===== src/rtl/int_exec_unit.sv =====
module int_exec_unit #(
  parameter int W = 32
) (
  input  logic [5:0]   opcode,
  input  logic [5:0]   funct,
  input  logic [4:0]   shamt,
  input  logic [W-1:0] rs_val,
  input  logic [W-1:0] rt_val,
  input  logic [15:0]  imm,
  output logic [W-1:0] result,
  output logic         result_valid,
  output logic         ovf_trap,
  output logic         rsvd_instr
);

  localparam int XW = W - 16;

  logic [W-1:0] imm_sx, imm_zx, sum, diff, sum_i;
  logic         ovf_add, ovf_sub, ovf_addi;

  assign imm_sx = {{XW{imm[15]}}, imm};
  assign imm_zx = {{XW{1'b0}}, imm};
  assign sum    = rs_val + rt_val;
  assign diff   = rs_val - rt_val;
  assign sum_i  = rs_val + imm_sx;

  assign ovf_add  = (rs_val[W-1] == rt_val[W-1]) && (sum[W-1]   != rs_val[W-1]);
  assign ovf_sub  = (rs_val[W-1] != rt_val[W-1]) && (diff[W-1]  != rs_val[W-1]);
  assign ovf_addi = (rs_val[W-1] == imm[15])     && (sum_i[W-1] != rs_val[W-1]);

  always_comb begin
    result       = '0;
    result_valid = 1'b1;
    ovf_trap     = 1'b0;
    rsvd_instr   = 1'b0;
    case (opcode)
      6'h00: begin
        case (funct)
          6'h20: begin result = sum;  ovf_trap = ovf_add; end
          6'h21: result = sum;
          6'h22: begin result = diff; ovf_trap = ovf_sub; end
          6'h23: result = diff;
          6'h24: result = rs_val & rt_val;
          6'h25: result = rs_val | rt_val;
          6'h27: result = ~(rs_val | rt_val);
          6'h2A: result = {{(W-1){1'b0}}, $signed(rs_val) < $signed(rt_val)};
          6'h2B: result = {{(W-1){1'b0}}, rs_val < rt_val};
          6'h00: result = rt_val << shamt;
          6'h02: result = rt_val >> shamt;
          default: rsvd_instr = 1'b1;
        endcase
      end
      6'h08: begin result = sum_i; ovf_trap = ovf_addi; end
      6'h09: result = sum_i;
      6'h0A: result = {{(W-1){1'b0}}, $signed(rs_val) < $signed(imm_sx)};
      6'h0B: result = {{(W-1){1'b0}}, rs_val < imm_sx};
      6'h0C: result = rs_val & imm_zx;
      6'h0D: result = rs_val | imm_zx;
      6'h0F: result = {imm, {XW{1'b0}}};
      default: rsvd_instr = 1'b1;
    endcase
    if (ovf_trap || rsvd_instr) result_valid = 1'b0;

    a_r10_exclusive: assert (!(result_valid && rsvd_instr));
    a_r10_quiet: assert (!rsvd_instr || (result == '0 && !ovf_trap));
    a_r9_trap_kills_valid: assert (!ovf_trap || !result_valid);
    a_r9_trap_forms_only: assert (!ovf_trap ||
        opcode == 6'h08 || (opcode == 6'h00 && (funct == 6'h20 || funct == 6'h22)));
    a_r3_boolean: assert (!((opcode == 6'h00 && (funct == 6'h2A || funct == 6'h2B)) ||
        opcode == 6'h0A || opcode == 6'h0B) || result[W-1:1] == '0);
    a_r8_low_clear: assert (opcode != 6'h0F || result[XW-1:0] == '0);
  end

endmodule


===== config.mk =====
export PLATFORM = sky130hd
export DESIGN_NAME = int_exec_unit
export DESIGN_NICKNAME = d
export VERILOG_FILES = /design/src/rtl/int_exec_unit.sv
export SDC_FILE = /design/constraint.sdc
export NUM_CORES = 1
export LEC_CHECK = 0
export BUFFER_PORTS_ARGS = -buffer_cell sky130_fd_sc_hd__clkbuf_2
export CAP_MARGIN = 20
export CORE_MARGIN = 4
export CORE_UTILIZATION = 29
export DETAILED_ROUTE_END_ITERATION = 12
export SLEW_MARGIN = 10
export SYNTH_ARGS = -nofsm -noshare
export SYNTH_HDL_FRONTEND = slang
export SYNTH_SLANG_ARGS = --single-unit

===== constraint.sdc =====
create_clock -name vclk -period 9.1
set_clock_uncertainty 0.15 [all_clocks]
set_input_delay 0.455 -clock vclk [all_inputs]
set_output_delay 0.455 -clock vclk [all_outputs]
set_load 0.01 [all_outputs]

==> results.py, run 1 <==
metrics = {
    "power_and_ir_drop": {
        "swShare_pct": 64.86,
        "p_sw_uw": 526.2,
        "vdd_drop_max_mv": 0.01876,
        "power.leakage_nw": 5.728,
        "p_comb_share_pct": 100.0,
        "seq_power_share_pct": 0,
        "p_int_uw": 285.1,
        "powerDensity_nw_per_um2": 62.13,
        "pwr-share-clk_pct": 0,
    },
    "setup_path": {
        "critPathLaunchType": "primary input",
        "path_max_fanout": 18,
        "endpoint_kind": "output pin",
        "worstPathArrival_ns": 4.41,
        "required_ns": 8.50,
        "crit_type": "primary input to output pin",
        "cp_cell_sequence": "clkbuf_2 -> inv_1 -> ha_1 -> nor2b_1 -> a221oi_1 -> o211ai_1 -> a211oi_1 -> a211oi_2 -> a221oi_1 -> o221ai_1 -> a22o_1 -> nor2_1 -> clkbuf_2",
        "slowest_delay_ns": 0.69,
        "crit_start": "imm[15]",
        "cp_slowest_cell": "a221oi_1",
    },
    "route": {
        "dr.first_iter.drc_count": 1809,
        "drcViolationCount": 0,
        "postRouteAntennaNets": 0,
        "vias_per_cell": 6.215,
        "wl_per_cell_um": 26.10,
        "drt-total-wl_mm": 59.31,
        "drt-pass1-iter-count": 7,
        "via_count": 14120,
    },
    "sta": {
        "tightest_slew_ns": 1.072,
        "setup_viol": 0,
        "finalCritPeriodShare_pct": 55.12,
        "finalHoldViolations": 0,
        "period_needed_ns": 5.016,
        "finalSetupTns_ns": 0,
        "grt_setup_unrepaired": "no",
        "final_max_slew_viol_count": 0,
        "slew-limit-headroom_pct": 28.28,
        "fmax_ghz": 0.1994,
    },
    "finish": {
        "register_area_um2": 0,
        "final_common_cell": "ha_1",
        "final_cell_mix": "ha_1 (181), nor2_1 (167), a21oi_1 (164)",
        "final_nets": 2023,
        "fin_util_pct": 31.83,
        "nFlopsAndLatches": 0,
        "layout-drive-gt1-share_pct": 13.56,
        "nFillCells": 4469,
        "area_delta_synth_final_pct": 7.944,
        "clock_buffers": 0,
        "num_antenna_cells": 0,
        "final_area_um2": 13060,
        "multi_input_area_um2": 11080,
    },
    "grt": {
        "grt_pass1_vias": 13280,
        "top_usage_layer": "met2",
        "grtUsageMet3_pct": 3.084,
        "grt_pass1_wl_mm": 86.38,
        "grtUsageMet1_pct": 34.95,
        "grt_max_degree": 70,
        "grtUsageTotal_pct": 24.71,
        "met2_usage_pct": 38.98,
        "antenna_found_initial": 0,
        "overflow": 0,
    },
    "placed_design": {
        "routabilityCongestion": 1.054,
        "placedInstanceArea_um2": 13060,
        "numPortBuffers": 132,
        "place_hpwl_mm": 47.70,
    },
    "synth": {
        "yosysSeqAreaShare_pct": 0,
        "synthAdderAreaFrac_pct": 19.22,
        "synth-xor-area-share_pct": 6.661,
        "synth_top_area_share_pct": 18.72,
        "ys.warnings.count": 0,
        "synth_cell_type_count": 87,
        "synth_area_um2": 12100,
        "synth_compound_area_share_pct": 33.08,
        "syn_nets": 1985,
        "yosysTopAreaCell": "ha_1",
        "synth_top_cells_by_area": "ha_1 (19%), mux4_2 (7.1%), a21oi_1 (6.8%)",
        "yosys.area_share.simple_pct": 17.98,
        "syn_avg_cell_area_um2": 7.099,
        "syn_inst": 1704,
        "synth_top_family_by_area": "compound AO/OA/AOI/OAI gates",
        "synthMuxAreaShare_pct": 14.57,
    },
    "clock_network": {
        "cts_resized": 0,
        "holdBufCountCts": 0,
        "post_cts_buffers": 0,
    },
    "floorplan": {
        "rows": 74,
        "die_w_um": 212.2,
        "chipHeight_um": 212.2,
        "coreArea_um2": 41020,
        "io_pins": 132,
        "dieArea_um2": 45040,
        "start_util_pct": 29.49,
    },
    "outcome": {
        "status": "complete, no violations",
    },
    "min_path": {
        "hold_class": "primary input to output pin",
        "min_from": "opcode[2]",
    },
    "flow_run": {
        "drv_cap": 0,
    },
}
[path summary, 6_finish.rpt]
| check | endpoint | slack, ns | depth (start not counted) |
|---|---|---|---|
| worst max-delay path | result_valid | 4.08 | 13 |
| worst min-delay path | rsvd_instr | 1.19 | 4 |
[routing by layer]
layer,part of all wire [%],wire [um]
met5,0,0
met4,4.2,2488
met3,9.2,5449
met2,44,25970
met1,43,25400
[cell usage after synthesis (6+ instances only)]
| cell | n |
|---|---|
| nor3_1 | 21 |
| mux2_2 | 13 |
| ha_1 | 181 |
| or3_1 | 10 |
| a22oi_1 | 32 |
| buf_2 | 32 |
| o21bai_1 | 18 |
| a211o_1 | 9 |
| o31ai_1 | 18 |
| nor4_1 | 14 |
| clkbuf_1 | 61 |
| xnor2_1 | 79 |
| nor3b_1 | 6 |
| or2_2 | 6 |
| o21ai_0 | 107 |
| inv_1 | 130 |
| o211ai_1 | 12 |
| a221oi_1 | 20 |
| a221o_1 | 11 |
| o32ai_1 | 8 |
| and3_1 | 9 |
| buf_1 | 13 |
| mux2i_1 | 76 |
| o22ai_1 | 22 |
| nand2_1 | 124 |
| nand4_1 | 11 |
| o221ai_1 | 27 |
| xor2_1 | 13 |
| nor2_1 | 168 |
| nand3_1 | 29 |
| buf_6 | 6 |
| a31oi_1 | 13 |
| a22o_1 | 8 |
| nand2b_1 | 18 |
| a21o_1 | 22 |
| a21oi_1 | 164 |
| a211oi_1 | 31 |
| nor2b_1 | 22 |
| mux4_2 | 38 |
[cell type report]
| type | count | share of cell area (%) |
|---|---|---|
| well taps | 532 | 5.098 |
| multi-input cells | 1456 | 84.89 |
| inverters | 133 | 3.823 |
| repair buffers | 151 | 6.190 |
[critical path: cells and delay by family]
family	cells	cell delay, ns
AO/OA/AOI/OAI	7	2.17
AND/OR/NAND/NOR	2	0.29
adder cells (fa/ha/maj)	1	0.44
buffers and inverters	3	1.04
[power by group through the flow]
stage | clock network, mW | logic [mW] | registers [mW]
floorplan | 0 | 0.533 | 0
global placement | 0 | 0.782 | 0
detailed placement | 0 | 0.783 | 0
CTS | 0 | 0.788 | 0
global route | 0 | 0.865 | 0
finish | 0 | 0.811 | 0
[logic make-up (layout without fill, tap and decap cells)]
group,Yosys count,in the layout
buffers and inverters,248,284
AND/OR/NAND/NOR,461,461
AO/OA/AOI/OAI,592,592
adder cells (fa/ha/maj),184,184
XOR/XNOR,92,92
multiplexers,127,127
[through the flow]
step                      power, mW  setup slack (ns)  cells  hold WS [ns]
after floorplan              0.5328             5.318   1704        0.9210
after CTS                    0.7875             4.122   2272         1.187
after detailed placement     0.7827             4.129   2272         1.183
after global placement       0.7823             4.152   2272         1.176
after global routing         0.8648             3.808   2272         1.202
final                        0.8113             4.084   2272         1.194
Power figures use the tool's default switching activity.
==> run 2: changes to the inputs <==
- clock period: 9.1 -> 4.1 ns (I/O delays scaled with it)
==> results.py, run 2 (synthesized netlist as in run 1, its figures left out) <==
metrics = {
    "outcome": {
        "status": "complete, no violations",
    },
    "finish": {
        "final_common_cell": "ha_1",
        "final_cell_mix": "ha_1 (181), nor2_1 (167), a21oi_1 (164)",
        "final_nets": 2130,
        "fin_util_pct": 33.95,
        "nFlopsAndLatches": 0,
        "register_area_um2": 0,
        "layout-drive-gt1-share_pct": 18.57,
        "area_delta_synth_final_pct": 15.10,
        "instances_no_fill": 2379,
        "num_antenna_cells": 0,
        "multi_input_area_um2": 11080,
        "nFillCells": 4506,
        "clock_buffers": 0,
    },
    "power_and_ir_drop": {
        "power.leakage_nw": 6.266,
        "powerDensity_nw_per_um2": 139.8,
        "vdd_drop_max_mv": 0.05021,
    },
    "grt": {
        "grtUsageMet3_pct": 5.755,
        "overflow": 0,
        "grt_pass1_wl_mm": 90.97,
        "met2_usage_pct": 39.96,
        "grtUsageTotal_pct": 26.46,
        "grtUsageMet1_pct": 37.73,
        "grt_pass1_vias": 13920,
        "grt_max_degree": 52,
        "antenna_found_initial": 1,
        "top_usage_layer": "met2",
    },
    "sta": {
        "tightest_slew_ns": 0.9174,
        "fmax_ghz": 0.2472,
        "setup_viol": 0,
        "finalHoldViolations": 0,
        "final_max_slew_viol_count": 0,
        "finalSetupTns_ns": 0,
        "setup_slack_ns": 0.05472,
        "slew-limit-headroom_pct": 38.84,
        "finalCritPeriodShare_pct": 98.67,
        "grt_setup_unrepaired": "no",
        "period_needed_ns": 4.045,
    },
    "placed_design": {
        "routabilityCongestion": 1.104,
        "place_hpwl_mm": 52.52,
        "dp_slack_ns": 0.1226,
        "numPortBuffers": 132,
        "placed_cells": 2376,
    },
    "setup_path": {
        "required_ns": 3.74,
        "endpoint_kind": "output pin",
        "cp_cell_sequence": "clkbuf_2 -> ha_1 -> fa_1 -> a211oi_1 -> o21ai_0 -> o211ai_1 -> a211oi_1 -> a31oi_1 -> xnor2_1 -> a222oi_1 -> nand2_1 -> clkbuf_2",
        "critPathLaunchType": "primary input",
        "worstPathArrival_ns": 3.69,
        "crit_type": "primary input to output pin",
        "cp_slowest_cell": "a211oi_1",
        "slowest_delay_ns": 0.47,
        "path_max_fanout": 4,
    },
    "floorplan": {
        "chipHeight_um": 212.2,
        "rows": 74,
        "coreArea_um2": 41020,
        "die_w_um": 212.2,
        "io_pins": 132,
        "dieArea_um2": 45040,
        "start_util_pct": 29.49,
    },
    "clock_network": {
        "holdBufCountCts": 0,
    },
    "route": {
        "drt-pass1-iter-count": 5,
        "drt-total-wl_mm": 62.77,
        "wl_per_cell_um": 26.39,
        "drcViolationCount": 0,
        "postRouteAntennaNets": 0,
        "dr.first_iter.drc_count": 1470,
        "vias_per_cell": 6.119,
        "via_count": 14560,
    },
    "min_path": {
        "hold_class": "primary input to output pin",
    },
    "flow_run": {
        "drv_cap": 0,
    },
}
-- run 2: worst paths after layout --
check | start | to | slack [ns] | depth (start not counted)
worst max-delay path | imm[0] | result[16] | 0.05 | 12
worst min-delay path | opcode[2] | rsvd_instr | 0.68 | 4
-- run 2: per-layer routing --
| metal | up-vias | routed length (um) |
|---|---|---|
| met5 | - | 12 |
| met3 | 102 | 6401 |
| met4 | 2 | 2319 |
| met2 | 793 | 26690 |
| li1 | 6600 | - |
| met1 | 7060 | 27350 |
-- run 2: power by group --
| part | switching [mW] | total (mW) | internal [mW] |
|---|---|---|---|
| sequential | 0 | 0 | 0 |
| clock | 0 | 0 | 0 |
| combinational | 1.22 | 1.95 | 0.726 |
-- run 2: through the flow --
step	total power [mW]	instance area (um2)	hold slack [ns]
6_report	1.947	13920	0.6848
5_1_grt	2.072	13920	0.7148
4_1_cts	1.889	13900	0.6877
3_5_place_dp	1.877	13900	0.6855
3_3_place_gp	1.881	13900	0.6688
2_1_floorplan	1.183	12100	0.4210
-- run 2: layout make-up --
type,count,share of cell area (%)
Multi-Input combinational cell,1456,79.61
Inverter,133,3.586
Tap cell,532,4.781
Timing Repair Buffer,258,12.02
-- run 2: worst max-delay path, delay by kind of cell --
kind            cells  cell delay, ns
compound gates      6            2.00
fa+ha+maj           2            0.70
buf+inv             2            0.30
xor+xnor            1            0.25
simple gates        1            0.21
-- run 2: timing repair --
item	CTS	global route
gates resized for setup	0	1
buffers inserted	0	3
endpoints found under the setup margin	0	1
==> run 3: changes to the inputs <==
- RECOVER_POWER: default -> 100
==> results.py, run 3 (synthesized netlist as in run 1, its figures left out) <==
metrics = {
    "grt": {
        "overflow": 0,
        "antenna_found_initial": 1,
        "grt_max_degree": 52,
        "grt_pass1_vias": 13920,
        "grtUsageTotal_pct": 26.46,
        "grt_pass1_wl_mm": 90.97,
    },
    "floorplan": {
        "die_w_um": 212.2,
        "start_util_pct": 29.49,
        "chipHeight_um": 212.2,
        "io_pins": 132,
        "coreArea_um2": 41020,
        "rows": 74,
        "dieArea_um2": 45040,
    },
    "setup_path": {
        "slowest_delay_ns": 0.51,
        "worstPathArrival_ns": 3.65,
        "path_max_fanout": 9,
        "cp_cell_sequence": "clkbuf_2 -> inv_1 -> ha_1 -> a21oi_1 -> o21ai_0 -> nor3b_1 -> nor3b_1 -> nor2_1 -> a2111oi_0 -> a211oi_1 -> xnor2_1 -> o21ai_1 -> clkbuf_2",
        "crit_type": "primary input to output pin",
        "path_buf_inv": 3,
        "endpoint_kind": "output pin",
        "critPathLaunchType": "primary input",
        "required_ns": 3.74,
        "crit_family": "compound AO/OA/AOI/OAI gates",
        "cp_slowest_cell": "a2111oi_0",
    },
    "finish": {
        "final_area_um2": 13870,
        "register_area_um2": 0,
        "nFlopsAndLatches": 0,
        "area_delta_synth_final_pct": 14.70,
        "final_cell_mix": "ha_1 (181), nor2_1 (167), a21oi_1 (164)",
        "num_antenna_cells": 0,
        "final_common_cell": "ha_1",
        "final_nets": 2130,
        "clock_buffers": 0,
        "layout-drive-gt1-share_pct": 17.54,
        "fin_util_pct": 33.83,
    },
    "power_and_ir_drop": {
        "vdd_drop_max_mv": 0.05028,
        "powerDensity_nw_per_um2": 139.8,
        "power.leakage_nw": 6.199,
    },
    "sta": {
        "finalCritPeriodShare_pct": 97.66,
        "finalSetupTns_ns": 0,
        "finalHoldViolations": 0,
        "period_needed_ns": 4.004,
        "slew-limit-headroom_pct": 13.09,
        "setup_viol": 0,
        "final_max_slew_viol_count": 0,
        "tightest_slew_ns": 1.304,
        "fmax_ghz": 0.2497,
        "grt_setup_unrepaired": "no",
    },
    "min_path": {
        "whs_path_depth": 4,
        "min_from": "opcode[2]",
        "hold_end": "rsvd_instr",
        "hold_class": "primary input to output pin",
    },
    "flow_run": {
        "drv_cap": 0,
    },
    "route": {
        "via_count": 14540,
        "dr.first_iter.drc_count": 1478,
        "drcViolationCount": 0,
        "postRouteAntennaNets": 0,
        "drt-pass1-iter-count": 8,
        "wl_per_cell_um": 26.31,
        "drt-total-wl_mm": 62.59,
        "vias_per_cell": 6.113,
    },
    "placed_design": {
        "numPortBuffers": 132,
        "place_hpwl_mm": 52.52,
        "placedInstanceArea_um2": 13900,
        "routabilityCongestion": 1.104,
    },
    "outcome": {
        "status": "complete, no violations",
    },
    "clock_network": {
        "holdBufCountCts": 0,
    },
}
run 3: cell count changes in the layout (fill, tap and decap cells not counted), sizes merged:
cell,previous run,this run
buf,128,125
clkbuf,130,133
run 3: layer usage:
| layer | up-vias | GRT usage [%] | wire, um |
|---|---|---|---|
| li1 | 6608 | - | - |
| met1 | 7071 | 37.73 | 27290 |
| met2 | 759 | 39.96 | 26600 |
| met3 | 104 | 5.755 | 6328 |
| met4 | 2 | 7.930 | 2357 |
| met5 | - | 0 | 12 |
run 3: area by class of cell:
type | instances | area [um2]
multi-input combinational | 1456 | 11080
tap | 532 | 665.6
fill | 4515 | 27140
timing repair buffer | 258 | 1630
inverter | 133 | 499.2
run 3: through the flow:
stage               setup WS (ns)  std cells  hold WS (ns)  total power [mW]
detailed placement         0.1226       2376        0.6855             1.877
floorplan                  0.8177       1704        0.4210             1.183
finish                    0.09587       2379        0.6854             1.940
CTS                       0.09539       2376        0.6877             1.889
global route            0.0007376       2379        0.7148             2.066
global placement           0.1786       2376        0.6688             1.881
run 3: repair_timing:
action | 4_1_cts | 5_1_grt
setup endpoints to repair | 0 | 1
hold endpoints to repair | 0 | 0
buffers inserted | 0 | 3
gates resized for setup | 0 | 1
run 3: worst max-delay path by stage:
stage / cells after the start / to / from / slack [ns]
2_1_floorplan: 13 / result_valid / imm[15] / 0.82
3_3_place_gp: 14 / result[19] / rs_val[1] / 0.18
3_5_place_dp: 14 / result[19] / rs_val[1] / 0.12
4_1_cts: 14 / result[19] / rs_val[1] / 0.1
5_1_grt: 15 / result_valid / imm[15] / 0.0007
6_report: 13 / result[27] / rt_val[18] / 0.1
run 3: worst min-delay path, delay by kind of cell:
| kind | cells | cell delay [ns] |
|---|---|---|
| buffers and inverters | 2 | 0.26 |
| AND/OR/NAND/NOR | 1 | 0.09 |
| AO/OA/AOI/OAI | 1 | 0.07 |
run 3: power by group:
| group | switching [mW] | total (mW) | internal, mW |
|---|---|---|---|
| sequential | 0 | 0 | 0 |
| clock | 0 | 0 | 0 |
| combinational | 1.22 | 1.94 | 0.722 |
